--- config.mk ---
export PLATFORM = sky130hd
export DESIGN_NAME = dmareg_file
export DESIGN_NICKNAME = d
export VERILOG_FILES = /design/src/rtl/dmareg_pkg.sv /design/src/rtl/dmareg_sts.sv /design/src/rtl/dmareg_chan_bank.sv /design/src/rtl/dmareg_file.sv
export SDC_FILE = /design/constraint.sdc
export NUM_CORES = 1
export LEC_CHECK = 0
export BUFFER_PORTS_ARGS = -buffer_cell sky130_fd_sc_hd__buf_2
export CAP_MARGIN = 20
export CELL_PAD_IN_SITES_DETAIL_PLACEMENT = 1
export CELL_PAD_IN_SITES_GLOBAL_PLACEMENT = 2
export CORE_MARGIN = 3
export CORE_UTILIZATION = 40
export DETAILED_ROUTE_END_ITERATION = 8
export PLACE_DENSITY = 0.91
export SLEW_MARGIN = 20
export SYNTH_ARGS = -nofsm -noshare
export SYNTH_HDL_FRONTEND = slang
export SYNTH_SLANG_ARGS = --single-unit
export TNS_END_PERCENT = 5
--- constraint.sdc ---
create_clock -name clk -period 1.95 [get_ports clk]
set_input_delay 0 -clock clk [delete_from_list [all_inputs] [get_ports clk]]
set_output_delay 0 -clock clk [all_outputs]
set_load 0.1 [all_outputs]
--- src/rtl/dmareg_pkg.sv ---
package dmareg_pkg;

    localparam int REG_AW = 10;
    localparam int REG_DW = 32;
    localparam int MAX_CHANS = 32;
    localparam int NUM_STS = 5;

    // fixed register numbers
    localparam logic [REG_AW-1:0] A_CFG    = 10'h180;
    localparam logic [REG_AW-1:0] A_ERR    = 10'h181;
    localparam logic [REG_AW-1:0] A_IEN    = 10'h182;
    localparam logic [REG_AW-1:0] A_TXSET  = 10'h184;
    localparam logic [REG_AW-1:0] A_TXRST  = 10'h185;
    localparam logic [REG_AW-1:0] A_TXEOB  = 10'h186;
    localparam logic [REG_AW-1:0] A_TXDERR = 10'h187;
    localparam logic [REG_AW-1:0] A_RXSET  = 10'h190;
    localparam logic [REG_AW-1:0] A_RXRST  = 10'h191;
    localparam logic [REG_AW-1:0] A_RXEOB  = 10'h192;
    localparam logic [REG_AW-1:0] A_RXDERR = 10'h193;

    // window bases
    localparam logic [REG_AW-1:0] B_TXPTR  = 10'h1A0;
    localparam logic [REG_AW-1:0] B_RXPTR  = 10'h1C0;
    localparam logic [REG_AW-1:0] B_RXBSZ  = 10'h1E0;

    // write masks and reset values
    localparam logic [REG_DW-1:0] M_CFG    = 32'h00FF_C087;
    localparam logic [REG_DW-1:0] M_IEN    = 32'h0000_001F;
    localparam logic [REG_DW-1:0] M_TXACT  = 32'hF000_0000;
    localparam logic [REG_DW-1:0] M_RXACT  = 32'hC000_0000;
    localparam logic [REG_DW-1:0] M_BSZ    = 32'h0000_00FF;
    localparam logic [REG_DW-1:0] M_FULL   = 32'hFFFF_FFFF;
    localparam logic [REG_DW-1:0] CFG_RST  = 32'h0007_C000;
    localparam int                CFG_SOFT = 31;

    // status word slots, order used by the generate loop in the top
    typedef enum logic [2:0] {
        ST_ERR    = 3'd0,
        ST_TXEOB  = 3'd1,
        ST_TXDERR = 3'd2,
        ST_RXEOB  = 3'd3,
        ST_RXDERR = 3'd4
    } sts_slot_e;

    localparam logic [REG_AW-1:0] STS_ADDR [NUM_STS] =
        '{A_ERR, A_TXEOB, A_TXDERR, A_RXEOB, A_RXDERR};

    typedef struct packed {
        logic [REG_DW-1:0] cfg;
        logic [REG_DW-1:0] ien;
        logic [REG_DW-1:0] txset;
        logic [REG_DW-1:0] txrst;
        logic [REG_DW-1:0] rxset;
        logic [REG_DW-1:0] rxrst;
        logic [REG_DW-1:0] rdata;
    } ctl_t;

endpackage

--- src/rtl/dmareg_sts.sv ---
module dmareg_sts #(
    parameter int W = 32
) (
    input  logic         clk,
    input  logic         rst_n,
    input  logic         soft_clr,
    input  logic         clr_we,
    input  logic [W-1:0] clr_mask,
    input  logic [W-1:0] hw_set,
    output logic [W-1:0] q
);

    logic [W-1:0] st_d, st_q;

    always_comb begin
        st_d = st_q;
        if (soft_clr) begin
            st_d = '0;
        end else if (clr_we) begin
            st_d = st_q & ~clr_mask;
        end
        // hardware set wins over any clear in the same cycle
        st_d = st_d | hw_set;
    end

    always_ff @(posedge clk or negedge rst_n) begin
        if (!rst_n) st_q <= '0;
        else        st_q <= st_d;
    end

    assign q = st_q;

    // cleared bits are gone unless hardware set them again
    a_r4_w1c_clears: assert property (@(posedge clk) disable iff (!rst_n)
        (clr_we && !soft_clr) |=> ((q & $past(clr_mask) & ~$past(hw_set)) == '0));

    // a set always lands, whatever else happens that cycle
    a_r5_set_wins: assert property (@(posedge clk) disable iff (!rst_n)
        (hw_set != '0) |=> ((q & $past(hw_set)) == $past(hw_set)));

    // with no set and no clear the word holds
    a_r4_hold: assert property (@(posedge clk) disable iff (!rst_n)
        (!clr_we && !soft_clr && hw_set == '0) |=> $stable(q));

endmodule

--- src/rtl/dmareg_chan_bank.sv ---
module dmareg_chan_bank #(
    parameter int              NCH  = 4,
    parameter int              AW   = 10,
    parameter int              DW   = 32,
    parameter logic [AW-1:0]   BASE = '0,
    parameter logic [DW-1:0]   KEEP = '1
) (
    input  logic          clk,
    input  logic          rst_n,
    input  logic [AW-1:0] addr,
    input  logic          wr,
    input  logic [DW-1:0] wdata,
    output logic          hit,
    output logic [DW-1:0] rd_val
);

    localparam int MAXN = 32;

    logic [NCH-1:0]         sel;
    logic [NCH-1:0][DW-1:0] bank_d, bank_q;

    for (genvar c = 0; c < NCH; c++) begin : g_sel
        assign sel[c] = (addr == AW'(int'(BASE) + c));
    end

    assign hit = |sel;

    always_comb begin
        bank_d = bank_q;
        rd_val = '0;
        for (int c = 0; c < NCH; c++) begin
            if (wr && sel[c]) bank_d[c] = wdata & KEEP;
            if (sel[c])       rd_val    = bank_q[c];
        end
    end

    always_ff @(posedge clk or negedge rst_n) begin
        if (!rst_n) bank_q <= '0;
        else        bank_q <= bank_d;
    end

    // window length must be 1..32
    initial begin : a_r7_chan_limit
        assert (NCH >= 1 && NCH <= MAXN)
            else $error("channel count %0d outside 1..%0d", NCH, MAXN);
    end

    // a write outside this window leaves every entry untouched
    a_r7_outside_untouched: assert property (@(posedge clk) disable iff (!rst_n)
        (wr && !hit) |=> $stable(bank_q));

    // at most one entry decodes
    a_r7_one_hot: assert property (@(posedge clk) disable iff (!rst_n)
        $onehot0(sel));

endmodule

--- src/rtl/dmareg_file.sv ---
module dmareg_file
    import dmareg_pkg::*;
#(
    parameter int TX_CHANS = 4,
    parameter int RX_CHANS = 2
) (
    input  logic        clk,
    input  logic        rst_n,
    input  logic [9:0]  reg_addr,
    input  logic        reg_wr,
    input  logic        reg_rd,
    input  logic [31:0] reg_wdata,
    output logic [31:0] reg_rdata,
    input  logic [31:0] hw_err_set,
    input  logic [31:0] hw_tx_eob_set,
    input  logic [31:0] hw_tx_derr_set,
    input  logic [31:0] hw_rx_eob_set,
    input  logic [31:0] hw_rx_derr_set
);

    ctl_t ctl_d, ctl_q;

    logic              soft_rst;
    logic              fixed_hit;
    logic              any_hit;
    logic [REG_DW-1:0] rd_mux;

    logic [REG_DW-1:0] sts_hw [NUM_STS];
    logic [REG_DW-1:0] sts_q  [NUM_STS];
    logic [NUM_STS-1:0] sts_hit;

    logic              txp_hit, rxp_hit, bsz_hit;
    logic [REG_DW-1:0] txp_val, rxp_val, bsz_val;

    assign soft_rst = reg_wr && (reg_addr == A_CFG) && reg_wdata[CFG_SOFT];

    assign sts_hw[ST_ERR]    = hw_err_set;
    assign sts_hw[ST_TXEOB]  = hw_tx_eob_set;
    assign sts_hw[ST_TXDERR] = hw_tx_derr_set;
    assign sts_hw[ST_RXEOB]  = hw_rx_eob_set;
    assign sts_hw[ST_RXDERR] = hw_rx_derr_set;

    // write-one-to-clear status words
    for (genvar s = 0; s < NUM_STS; s++) begin : g_sts
        assign sts_hit[s] = (reg_addr == STS_ADDR[s]);
        dmareg_sts #(.W(REG_DW)) u_sts (
            .clk      (clk),
            .rst_n    (rst_n),
            .soft_clr (soft_rst),
            .clr_we   (reg_wr && sts_hit[s]),
            .clr_mask (reg_wdata),
            .hw_set   (sts_hw[s]),
            .q        (sts_q[s])
        );
    end

    // per-channel windows
    dmareg_chan_bank #(.NCH(TX_CHANS), .AW(REG_AW), .DW(REG_DW),
                       .BASE(B_TXPTR), .KEEP(M_FULL)) u_txptr (
        .clk(clk), .rst_n(rst_n), .addr(reg_addr), .wr(reg_wr),
        .wdata(reg_wdata), .hit(txp_hit), .rd_val(txp_val)
    );

    dmareg_chan_bank #(.NCH(RX_CHANS), .AW(REG_AW), .DW(REG_DW),
                       .BASE(B_RXPTR), .KEEP(M_FULL)) u_rxptr (
        .clk(clk), .rst_n(rst_n), .addr(reg_addr), .wr(reg_wr),
        .wdata(reg_wdata), .hit(rxp_hit), .rd_val(rxp_val)
    );

    dmareg_chan_bank #(.NCH(RX_CHANS), .AW(REG_AW), .DW(REG_DW),
                       .BASE(B_RXBSZ), .KEEP(M_BSZ)) u_rxbsz (
        .clk(clk), .rst_n(rst_n), .addr(reg_addr), .wr(reg_wr),
        .wdata(reg_wdata), .hit(bsz_hit), .rd_val(bsz_val)
    );

    // read selection
    always_comb begin
        fixed_hit = 1'b1;
        unique case (reg_addr)
            A_CFG:    rd_mux = ctl_q.cfg;
            A_IEN:    rd_mux = ctl_q.ien;
            A_TXSET:  rd_mux = ctl_q.txset;
            A_TXRST:  rd_mux = ctl_q.txrst;
            A_RXSET:  rd_mux = ctl_q.rxset;
            A_RXRST:  rd_mux = ctl_q.rxrst;
            A_ERR:    rd_mux = sts_q[ST_ERR];
            A_TXEOB:  rd_mux = sts_q[ST_TXEOB];
            A_TXDERR: rd_mux = sts_q[ST_TXDERR];
            A_RXEOB:  rd_mux = sts_q[ST_RXEOB];
            A_RXDERR: rd_mux = sts_q[ST_RXDERR];
            default: begin
                fixed_hit = 1'b0;
                rd_mux    = txp_val | rxp_val | bsz_val;
            end
        endcase
    end

    assign any_hit = fixed_hit || txp_hit || rxp_hit || bsz_hit;

    // next state of the control words
    always_comb begin
        ctl_d = ctl_q;
        if (soft_rst) begin
            ctl_d.ien   = '0;
            ctl_d.txset = '0;
            ctl_d.rxset = '0;
        end
        if (reg_wr) begin
            unique case (reg_addr)
                A_CFG:   ctl_d.cfg   = reg_wdata & M_CFG;
                A_IEN:   ctl_d.ien   = reg_wdata & M_IEN;
                A_TXSET: ctl_d.txset = reg_wdata & M_TXACT;
                A_TXRST: ctl_d.txrst = reg_wdata & M_TXACT;
                A_RXSET: ctl_d.rxset = reg_wdata & M_RXACT;
                A_RXRST: ctl_d.rxrst = reg_wdata & M_RXACT;
                default: ;
            endcase
        end
        if (reg_rd) ctl_d.rdata = rd_mux;
    end

    always_ff @(posedge clk or negedge rst_n) begin
        if (!rst_n) begin
            ctl_q       <= '0;
            ctl_q.cfg   <= CFG_RST;
        end else begin
            ctl_q <= ctl_d;
        end
    end

    assign reg_rdata = ctl_q.rdata;

    // read data holds between read strobes
    a_r2_read_hold: assert property (@(posedge clk) disable iff (!rst_n)
        !reg_rd |=> $stable(reg_rdata));

    // unlisted numbers read back zero
    a_r2_unlisted_zero: assert property (@(posedge clk) disable iff (!rst_n)
        (reg_rd && !any_hit) |=> (reg_rdata == '0));

    // a soft reset zeroes enable and set words
    a_r6_soft_clears: assert property (@(posedge clk) disable iff (!rst_n)
        soft_rst |=> (ctl_q.ien == '0 && ctl_q.txset == '0 && ctl_q.rxset == '0));

    // configuration keeps the masked written value
    a_r6_cfg_store: assert property (@(posedge clk) disable iff (!rst_n)
        (reg_wr && reg_addr == A_CFG) |=> (ctl_q.cfg == ($past(reg_wdata) & M_CFG)));

    // soft reset spares the reset words
    a_r9_soft_keeps: assert property (@(posedge clk) disable iff (!rst_n)
        soft_rst |=> ($stable(ctl_q.txrst) && $stable(ctl_q.rxrst)));

    // unlisted writes change no control word
    a_r8_no_effect: assert property (@(posedge clk) disable iff (!rst_n)
        (reg_wr && !any_hit) |=> ($stable(ctl_q.cfg) && $stable(ctl_q.ien) &&
                                  $stable(ctl_q.txset) && $stable(ctl_q.txrst) &&
                                  $stable(ctl_q.rxset) && $stable(ctl_q.rxrst)));

endmodule

==> metrics.log, run 1 <==
INFO  metric ys.warnings.count = 0
INFO  metric relSlewSlack = 0.245
INFO  metric grt_antenna_before_repair = 7
INFO  metric total_switching_power = 6.06 mW
INFO  metric static_power_due_to_leakage = 13.8 nW
INFO  metric power.share.combinational = 0.085
INFO  metric starting_density_of_the_core = 0.406
INFO  metric cp_data_required_time = 2.44 ns
INFO  metric skew = 0.0239 ns
INFO  metric cp_slowest_cell = sky130_fd_sc_hd__dlygate4sd3_1
INFO  metric grt_pass1_wl = 154000 um
INFO  metric filler_cell_count = 6090
INFO  metric synthesis.nets = 2240
INFO  metric numCtsBuffers = 54
INFO  metric placement_rows = 89
INFO  metric buffer_ports.inserted = 237
INFO  metric setup_violations = 7
INFO  metric detail_route.iter0.violations = 1969
INFO  metric crit_type = in -> reg
INFO  metric drt-total-wl = 103000 um
INFO  metric final_common_cell = sky130_fd_sc_hd__dfrtp_1
INFO  metric worst_path_dominant_cell_family = buffers and inverters
INFO  metric final_net_count = 2815
INFO  metric total_number_of_clock_tree_sinks = 516
INFO  metric totalNegativeSetupSlack = -0.0824 ns
INFO  metric synth_cell_types = 69
INFO  metric detailroute.via_count = 21200
INFO  metric worstMarginPinSlew = 1.13 ns
INFO  metric crit_path_max_fanout = 81
INFO  metric worst_skew_pair.late_latency = 0.63 ns
INFO  metric ir_drop = 0.826 mV
INFO  metric cp_slowest_stage_delay = 0.60 ns
INFO  metric place.gp.congestion = 0.856
INFO  metric cts.path.max_buffers = 3
INFO  metric worst_hold_slack = 0.117 ns
INFO  metric grtUsageMet1 = 0.380
INFO  metric mostFrequentLayoutCells = sky130_fd_sc_hd__dfrtp_1, sky130_fd_sc_hd__dlygate4sd3_1, sky130_fd_sc_hd__buf_2
INFO  metric global_route_total_overflow = 0
INFO  metric die_area = 0.0631 mm2
INFO  metric placement.cell_area = 0.0267 mm2
INFO  metric grt_setup_unrepaired = yes
INFO  metric number_of_flip_flops_and_latches_in_the_synthesized_netlist = 516
INFO  metric share_seq_of_total_power = 0.449
INFO  metric use_met3 = 0.0671
INFO  metric final.setup.worst_slack = -0.0293 ns
INFO  metric tritoncts = built
INFO  metric first_global_vias = 23600
INFO  metric share_of_the_yosys_chip_area_belonging_to_registers = 0.537
INFO  metric globalRoute.busiestLayer = met2
INFO  metric worstPathBufferInverterCount = 5
INFO  metric routedWlPerCell = 29.9 um
INFO  metric postSynth.topFlopCell = sky130_fd_sc_hd__dfrtp_1
INFO  metric drv_slew = 0
INFO  metric r2r_slack = 0.16 ns
INFO  metric pwr_density_cell = 749 mW/mm2
INFO  metric core-area = 0.0592 mm2
INFO  metric max_clock_freq = 0.505 GHz
INFO  metric post_synth_inst_count = 2034
INFO  metric ys_async_sr_fraction = 1.00
INFO  metric synth_area = 0.0240 mm2
INFO  metric fin_crit = 1.98 ns
INFO  metric dp_hpwl = 59200 um
INFO  metric crit_arrival = 2.47 ns
INFO  metric drcViolationCount = 0
INFO  metric p_sw_frac = 0.250
INFO  metric synthesis.area_per_instance = 11.8 um2
INFO  metric cp-start-kind = input pin
INFO  metric timing.final.crit_share = 1.02
INFO  metric flow.area_growth_from_synthesis = 34.4%
INFO  metric worst-path-stages = 9
INFO  metric clk_transition_reported_paths = 0.07 ns
INFO  metric placed_cells = 2967
INFO  metric end_kind = flop
INFO  metric internal_power = 18.1 mW
INFO  metric violations = setup timing
INFO  metric use_met2 = 0.545
INFO  metric synth_edf_count = 0
INFO  metric drive_above_1_share = 0.343
INFO  metric status = finished with violations
INFO  metric post_layout_instance_count_excluding_filler_cells = 3433
INFO  metric grt_usage = 0.323
INFO  metric grt_start_max_net_pins = 85
INFO  metric cts_max_level = 2
INFO  metric drtPass1Iterations = 5
INFO  metric top_level_ports = 238
INFO  metric ff2ff_path_depth = 5
INFO  metric clock_power_share = 0.466
INFO  metric hold_violations = 0
INFO  metric fin_area = 0.0323 mm2
INFO  metric vias_per_instance = 6.17
INFO  metric detail-route-antenna-nets = 0
INFO  metric max-cap-violations = 0
INFO  metric worst_path_cell_chain = buf_2, buf_4, nor4b_4, buf_6, and4_1, nand2_4, buf_12, a31o_2, dlygate4sd3_1
INFO  metric cts.root.buffer_cell = sky130_fd_sc_hd__clkbuf_16
INFO  metric min-delay-path-class = in -> async
INFO  metric floorplan.die.width = 251 um
INFO  metric detailedPlace.worstSlack = -0.245 ns
INFO  metric die-height = 251 um
[state kept, by name, indices dropped and copies added (netlist names)]
register / cells
g_sts.u_sts.q: 160
ctl_q: 116
reg_rdata: 32
u_rxbsz.bank_q: 16
u_txptr.bank_q: 128
u_rxptr.bank_q: 64
[stage by stage]
stage,util,power (mW)
after floorplan,-,11.7
after detailed placement,0.452,12.7
after global placement,0.452,12.6
after global routing,0.545,24.9
final,0.545,24.2
after CTS,0.544,24.1
[worst min-delay path: stages]
cell and delay (ns):
sky130_fd_sc_hd__dlygate4sd3_1 0.57, sky130_fd_sc_hd__buf_8 0.25, sky130_fd_sc_hd__buf_16 0.28
[kinds of logic (layout without fill, tap and decap cells)]
family | after synthesis | in the layout | synth area share
other | 0 | 7 | 0
DFF | 516 | 516 | 0.537
and+or+nand+nor | 480 | 480 | 0.101
muxes | 326 | 326 | 0.166
AOI/OAI and AO/OA | 486 | 486 | 0.151
buffers and inverters | 226 | 845 | 0.0454
[cells in the mapped netlist (7+ instances only)]
cell type | count | share of area
sky130_fd_sc_hd__and2_1 | 34 | 0.0088
sky130_fd_sc_hd__o221ai_1 | 14 | 0.0051
sky130_fd_sc_hd__a31o_2 | 122 | 0.044
sky130_fd_sc_hd__buf_4 | 39 | 0.012
sky130_fd_sc_hd__mux2_2 | 225 | 0.11
sky130_fd_sc_hd__mux2_4 | 28 | 0.017
sky130_fd_sc_hd__nand3_1 | 17 | 0.0035
sky130_fd_sc_hd__clkbuf_1 | 113 | 0.018
sky130_fd_sc_hd__o2bb2ai_1 | 47 | 0.017
sky130_fd_sc_hd__and3_1 | 63 | 0.016
sky130_fd_sc_hd__o22ai_1 | 24 | 0.0062
sky130_fd_sc_hd__nor2_1 | 54 | 0.0084
sky130_fd_sc_hd__buf_1 | 8 | 0.0012
sky130_fd_sc_hd__nand3b_1 | 7 | 0.0022
sky130_fd_sc_hd__a22oi_1 | 54 | 0.017
sky130_fd_sc_hd__buf_2 | 59 | 0.012
sky130_fd_sc_hd__a211oi_1 | 17 | 0.0053
sky130_fd_sc_hd__o21ai_0 | 35 | 0.0073
sky130_fd_sc_hd__a21oi_1 | 78 | 0.016
sky130_fd_sc_hd__mux2_1 | 8 | 0.0037
sky130_fd_sc_hd__or3_1 | 7 | 0.0018
sky130_fd_sc_hd__mux2i_1 | 42 | 0.017
sky130_fd_sc_hd__o31ai_1 | 8 | 0.0025
sky130_fd_sc_hd__a21o_1 | 38 | 0.012
sky130_fd_sc_hd__dfrtp_1 | 511 | 0.53
sky130_fd_sc_hd__nor3_1 | 12 | 0.0025
sky130_fd_sc_hd__nand4_1 | 7 | 0.0018
sky130_fd_sc_hd__mux4_2 | 23 | 0.022
sky130_fd_sc_hd__nand2_1 | 227 | 0.035
sky130_fd_sc_hd__nor3b_1 | 23 | 0.0072
sky130_fd_sc_hd__a22o_1 | 7 | 0.0025
[routing by layer]
metal	wire length, um	up-vias
li1	-	8570
met1	37600	11000
met2	50200	1209
met3	7780	414
met4	7040	2
met5	14	-
[power by group through the flow]
stage / registers (mW) / clock network, mW / logic, mW
after floorplan: 11.0 / 0 / 0.714
after global placement: 11.0 / 0 / 1.60
after detailed placement: 11.1 / 0 / 1.64
after CTS: 10.9 / 11.2 / 1.98
after global routing: 10.9 / 11.9 / 2.16
final: 10.9 / 11.3 / 2.06
[repair_timing]
item                                    in CTS  in global routing
hold buffers                               356                  0
endpoints found under the hold margin      910                  0
endpoints found under the setup margin       0                126
gates resized for setup                      0                 15
buffers inserted                             0                  3
[layout make-up]
class	count	area (um2)	share of cell area
sequential	516	12900	0.400
multi-input combinational	1292	10100	0.314
timing repair buffer	741	6360	0.197
clock buffer	76	1570	0.0484
tap	773	967	0.0299
clock inverter	24	325	0.0101
antenna	7	17.5	0.000542
inverter	4	15.0	0.000465
[worst paths after layout]
check | endpoint | from
max in group asynchronous | g_sts[0].u_sts.q[30] | rst_n
min in group clk | ctl_q[127] | reg_wr
min | u_txptr.bank_q[25] | rst_n
min reg2reg | ctl_q[206] | ctl_q[206]
max | g_sts[2].u_sts.q[23] | reg_addr[3]
max reg2reg | reg_rdata[6] | u_rxbsz.bank_q[38]
No activity file was read; power rests on OpenSTA's default activity.
==> inputs of run 2 (changes only) <==
--- a/config.mk
+++ b/config.mk
@@ -7,12 +7,10 @@
 export LEC_CHECK = 0
 export BUFFER_PORTS_ARGS = -buffer_cell sky130_fd_sc_hd__buf_2
 export CAP_MARGIN = 20
-export CELL_PAD_IN_SITES_DETAIL_PLACEMENT = 1
-export CELL_PAD_IN_SITES_GLOBAL_PLACEMENT = 2
 export CORE_MARGIN = 3
-export CORE_UTILIZATION = 40
+export CORE_UTILIZATION = 51
 export DETAILED_ROUTE_END_ITERATION = 8
-export PLACE_DENSITY = 0.91
+export PLACE_DENSITY = 0.81
 export SLEW_MARGIN = 20
 export SYNTH_ARGS = -nofsm -noshare
 export SYNTH_HDL_FRONTEND = slang
==> metrics.log, run 2 (synthesis results as in run 1) <==
INFO  metric cp_data_required_time = 2.42 ns (-0.02 ns)
INFO  metric status = finished with violations
INFO  metric timing.final.crit_share = 1.04 (+0.0272)
INFO  metric largest_register_ff_count = 160 (unchanged)
INFO  metric drive_above_1_share = 0.357 (+0.0136)
INFO  metric drtPass1Iterations = 7 (+2)
INFO  metric vias_per_instance = 6.78 (+9.9%)
INFO  metric min-delay-path-class = in -> async
INFO  metric hold_violations = 0 (unchanged)
INFO  metric die_area = 0.0498 mm2 (-21%)
INFO  metric crit_path_max_fanout = 2 (-98%)
INFO  metric cp-start-kind = flop
INFO  metric total_number_of_clock_tree_sinks = 516 (unchanged)
INFO  metric detailroute.via_count = 21800 (+3.0%)
INFO  metric violations = setup timing
INFO  metric cp_slowest_cell = sky130_fd_sc_hd__a211oi_1
INFO  metric pwr_density_cell = 736 mW/mm2 (-1.8%)
INFO  metric ff2ff_path_depth = 6 (+1)
INFO  metric critical_path.reg2reg.startpoint = g_sts[1].u_sts.q[11]
INFO  metric static_power_due_to_leakage = 13.8 nW (about the same)
INFO  metric die-height = 223 um (-11%)
INFO  metric setup_violations = 16 (+9)
INFO  metric first_global_vias = 23200 (-1.5%)
INFO  metric m1WireLength = 30700 um (-18%)
INFO  metric placement_rows = 78 (-12%)
INFO  metric worst_skew_pair.late_latency = 0.63 ns (about the same)
INFO  metric cts.path.max_buffers = 3 (unchanged)
INFO  metric buffer_ports.inserted = 237 (unchanged)
INFO  metric drcViolationCount = 0 (unchanged)
INFO  metric clk_transition_reported_paths = 0.07 ns (about the same)
INFO  metric cts_max_level = 2 (unchanged)
INFO  metric core-area = 0.0460 mm2 (-22%)
INFO  metric drt-total-wl = 93700 um (-8.7%)
INFO  metric fin_area = 0.0315 mm2 (-2.4%)
INFO  metric place.gp.congestion = 0.960 (+12%)
INFO  metric top_level_ports = 238 (unchanged)
INFO  metric grt_antenna_before_repair = 10 (+3)
INFO  metric grt_setup_unrepaired = yes
INFO  metric detail_route.iter0.violations = 3295 (+67%)
INFO  metric cts.root.buffer_cell = sky130_fd_sc_hd__clkbuf_16
INFO  metric detail-route-antenna-nets = 0 (unchanged)
INFO  metric grt_usage = 0.373 (+0.0501)
INFO  metric max-cap-violations = 0 (unchanged)
INFO  metric totalNegativeSetupSlack = -0.491 ns (-0.409 ns)
INFO  metric tritoncts = built
INFO  metric routed.top_layer = met5
INFO  metric skew = 0.0329 ns (+0.00897 ns)
INFO  metric final_net_count = 2773 (-1.5%)
INFO  metric final_common_cell = sky130_fd_sc_hd__dfrtp_1
INFO  metric grt_start_max_net_pins = 83 (-2.4%)
INFO  metric number_of_setup_buffers_added_after_cts = 0 (unchanged)
INFO  metric mostFrequentLayoutCells = sky130_fd_sc_hd__dfrtp_1, sky130_fd_sc_hd__dlygate4sd3_1, sky130_fd_sc_hd__buf_2
INFO  metric filler_cell_count = 2735 (-55%)
INFO  metric crit_arrival = 2.50 ns (+0.03 ns)
INFO  metric crit_path_start = g_sts[1].u_sts.q[11]
INFO  metric starting_density_of_the_core = 0.523 (+0.117)
INFO  metric numCtsBuffers = 52 (-3.7%)
INFO  metric end_kind = flop
INFO  metric r2r_slack = -0.08 ns (-0.24 ns)
INFO  metric max_clock_freq = 0.492 GHz (-2.6%)
INFO  metric r2r-end = reg_rdata[11]
INFO  metric placement.cell_area = 0.0269 mm2 (+0.46%)
INFO  metric worstMarginPinSlew = 0.715 ns (-0.418 ns)
INFO  metric grt_pass1_wl = 142000 um (-7.7%)
INFO  metric drv_slew = 0 (unchanged)
INFO  metric fin_crit = 2.03 ns (+0.0531 ns)
INFO  metric crit_type = reg -> reg
INFO  metric met3WireLength = 12600 um (+62%)
INFO  metric cp_slowest_stage_delay = 0.63 ns (+0.03 ns)
INFO  metric routedWlPerCell = 29.1 um (-2.5%)
INFO  metric global_route_total_overflow = 0 (unchanged)
INFO  metric worst_path_cell_chain = mux2_2, a21oi_1, buf_4, o22ai_1, a211oi_1, o2bb2ai_1
INFO  metric flow.area_growth_from_synthesis = 31.1%
INFO  metric relSlewSlack = 0.510 (+0.265)
INFO  metric wl_met2 = 42100 um (-16%)
INFO  metric floorplan.die.width = 223 um (-11%)
INFO  metric ir_drop = 0.714 mV (-14%)
INFO  metric dp_hpwl = 53500 um (-9.7%)
INFO  metric crit_path_end = reg_rdata[11]
INFO  metric final.setup.worst_slack = -0.0824 ns (-0.0531 ns)
run 2: changes by cell type in the layout (fill, tap and decap cells not counted), moves of 3 or more:
cell                            before  now
sky130_fd_sc_hd__clkinvlp_4          6    3
sky130_fd_sc_hd__clkbuf_16          55   52
sky130_fd_sc_hd__a211oi_1           17   13
sky130_fd_sc_hd__buf_4             109  134
sky130_fd_sc_hd__dlygate4sd3_1     355  285
sky130_fd_sc_hd__clkbuf_1           10   14
sky130_fd_sc_hd__a211oi_2            0    4
sky130_fd_sc_hd__buf_12             35   45
sky130_fd_sc_hd__clkbuf_8           11    8
sky130_fd_sc_hd__buf_6               5    1
sky130_fd_sc_hd__clkinv_2            7   10
sky130_fd_sc_hd__bufinv_16           7    4
run 2: what timing repair did:
action                                  in CTS  in global routing
resized for setup                            1                  9
hold endpoints to repair                   911                  0
hold buffers                               287                  0
endpoints found under the setup margin       1                 49
run 2: worst max-delay path, delay by kind of cell (launching register included):
kind / cells / cell delay (ns)
compound gates: 4 / 1.05
buf+inv: 1 / 0.12
flops: 1 / 0.42
mux: 1 / 0.30
run 2: stage by stage:
stage	utilization	hold WS, ns	instances	setup slack [ns]	power, mW
after floorplan	-	-0.296	2034	0.0885	11.7
after global placement	0.585	-0.0527	2826	-0.339	12.6
after detailed placement	0.585	-0.0627	2826	-0.338	12.7
after CTS	0.684	0.00405	3208	0.00235	22.9
after global routing	0.686	0.0534	3214	-0.138	23.7
final	0.686	0.0562	3216	-0.0824	23.2
run 2: metal layers:
metal / up-vias / GRT usage
met5: - / 0.00782
met4: 4 / 0.269
met2: 1994 / 0.577
li1: 8511 / -
met3: 653 / 0.131
met1: 10600 / 0.431
run 2: how the worst min path moves through the flow:
stage | start | endpoint | slack (ns) | cells after the start
final | rst_n | ctl_q[207] | 0.06 | 2
after global routing | rst_n | ctl_q[207] | 0.05 | 2
after detailed placement | rst_n | g_sts[2].u_sts.q[8] | -0.06 | 1
after floorplan | rst_n | ctl_q[124] | -0.30 | 0
after global placement | rst_n | g_sts[1].u_sts.q[8] | -0.05 | 1
after CTS | reg_addr[5] | reg_rdata[8] | 0.004 | 5
run 2: cell type report:
cell class                 count  area [um2]  area share
tap                          600         751      0.0238
multi-input combinational   1292       10100       0.322
sequential                   516       12900       0.410
clock buffer                  74        1460      0.0464
timing repair buffer         701        5970       0.189
antenna                        8        20.0    0.000635
inverter                       4        15.0    0.000476
clock inverter                21         238     0.00754
run 2: report_power, final:
part	internal [mW]	switching, mW	leakage [nW]
registers	10.8	0.0636	6.33
clock network	5.78	4.48	0.833
logic	0.836	1.25	6.63
total	17.4	5.79	13.8
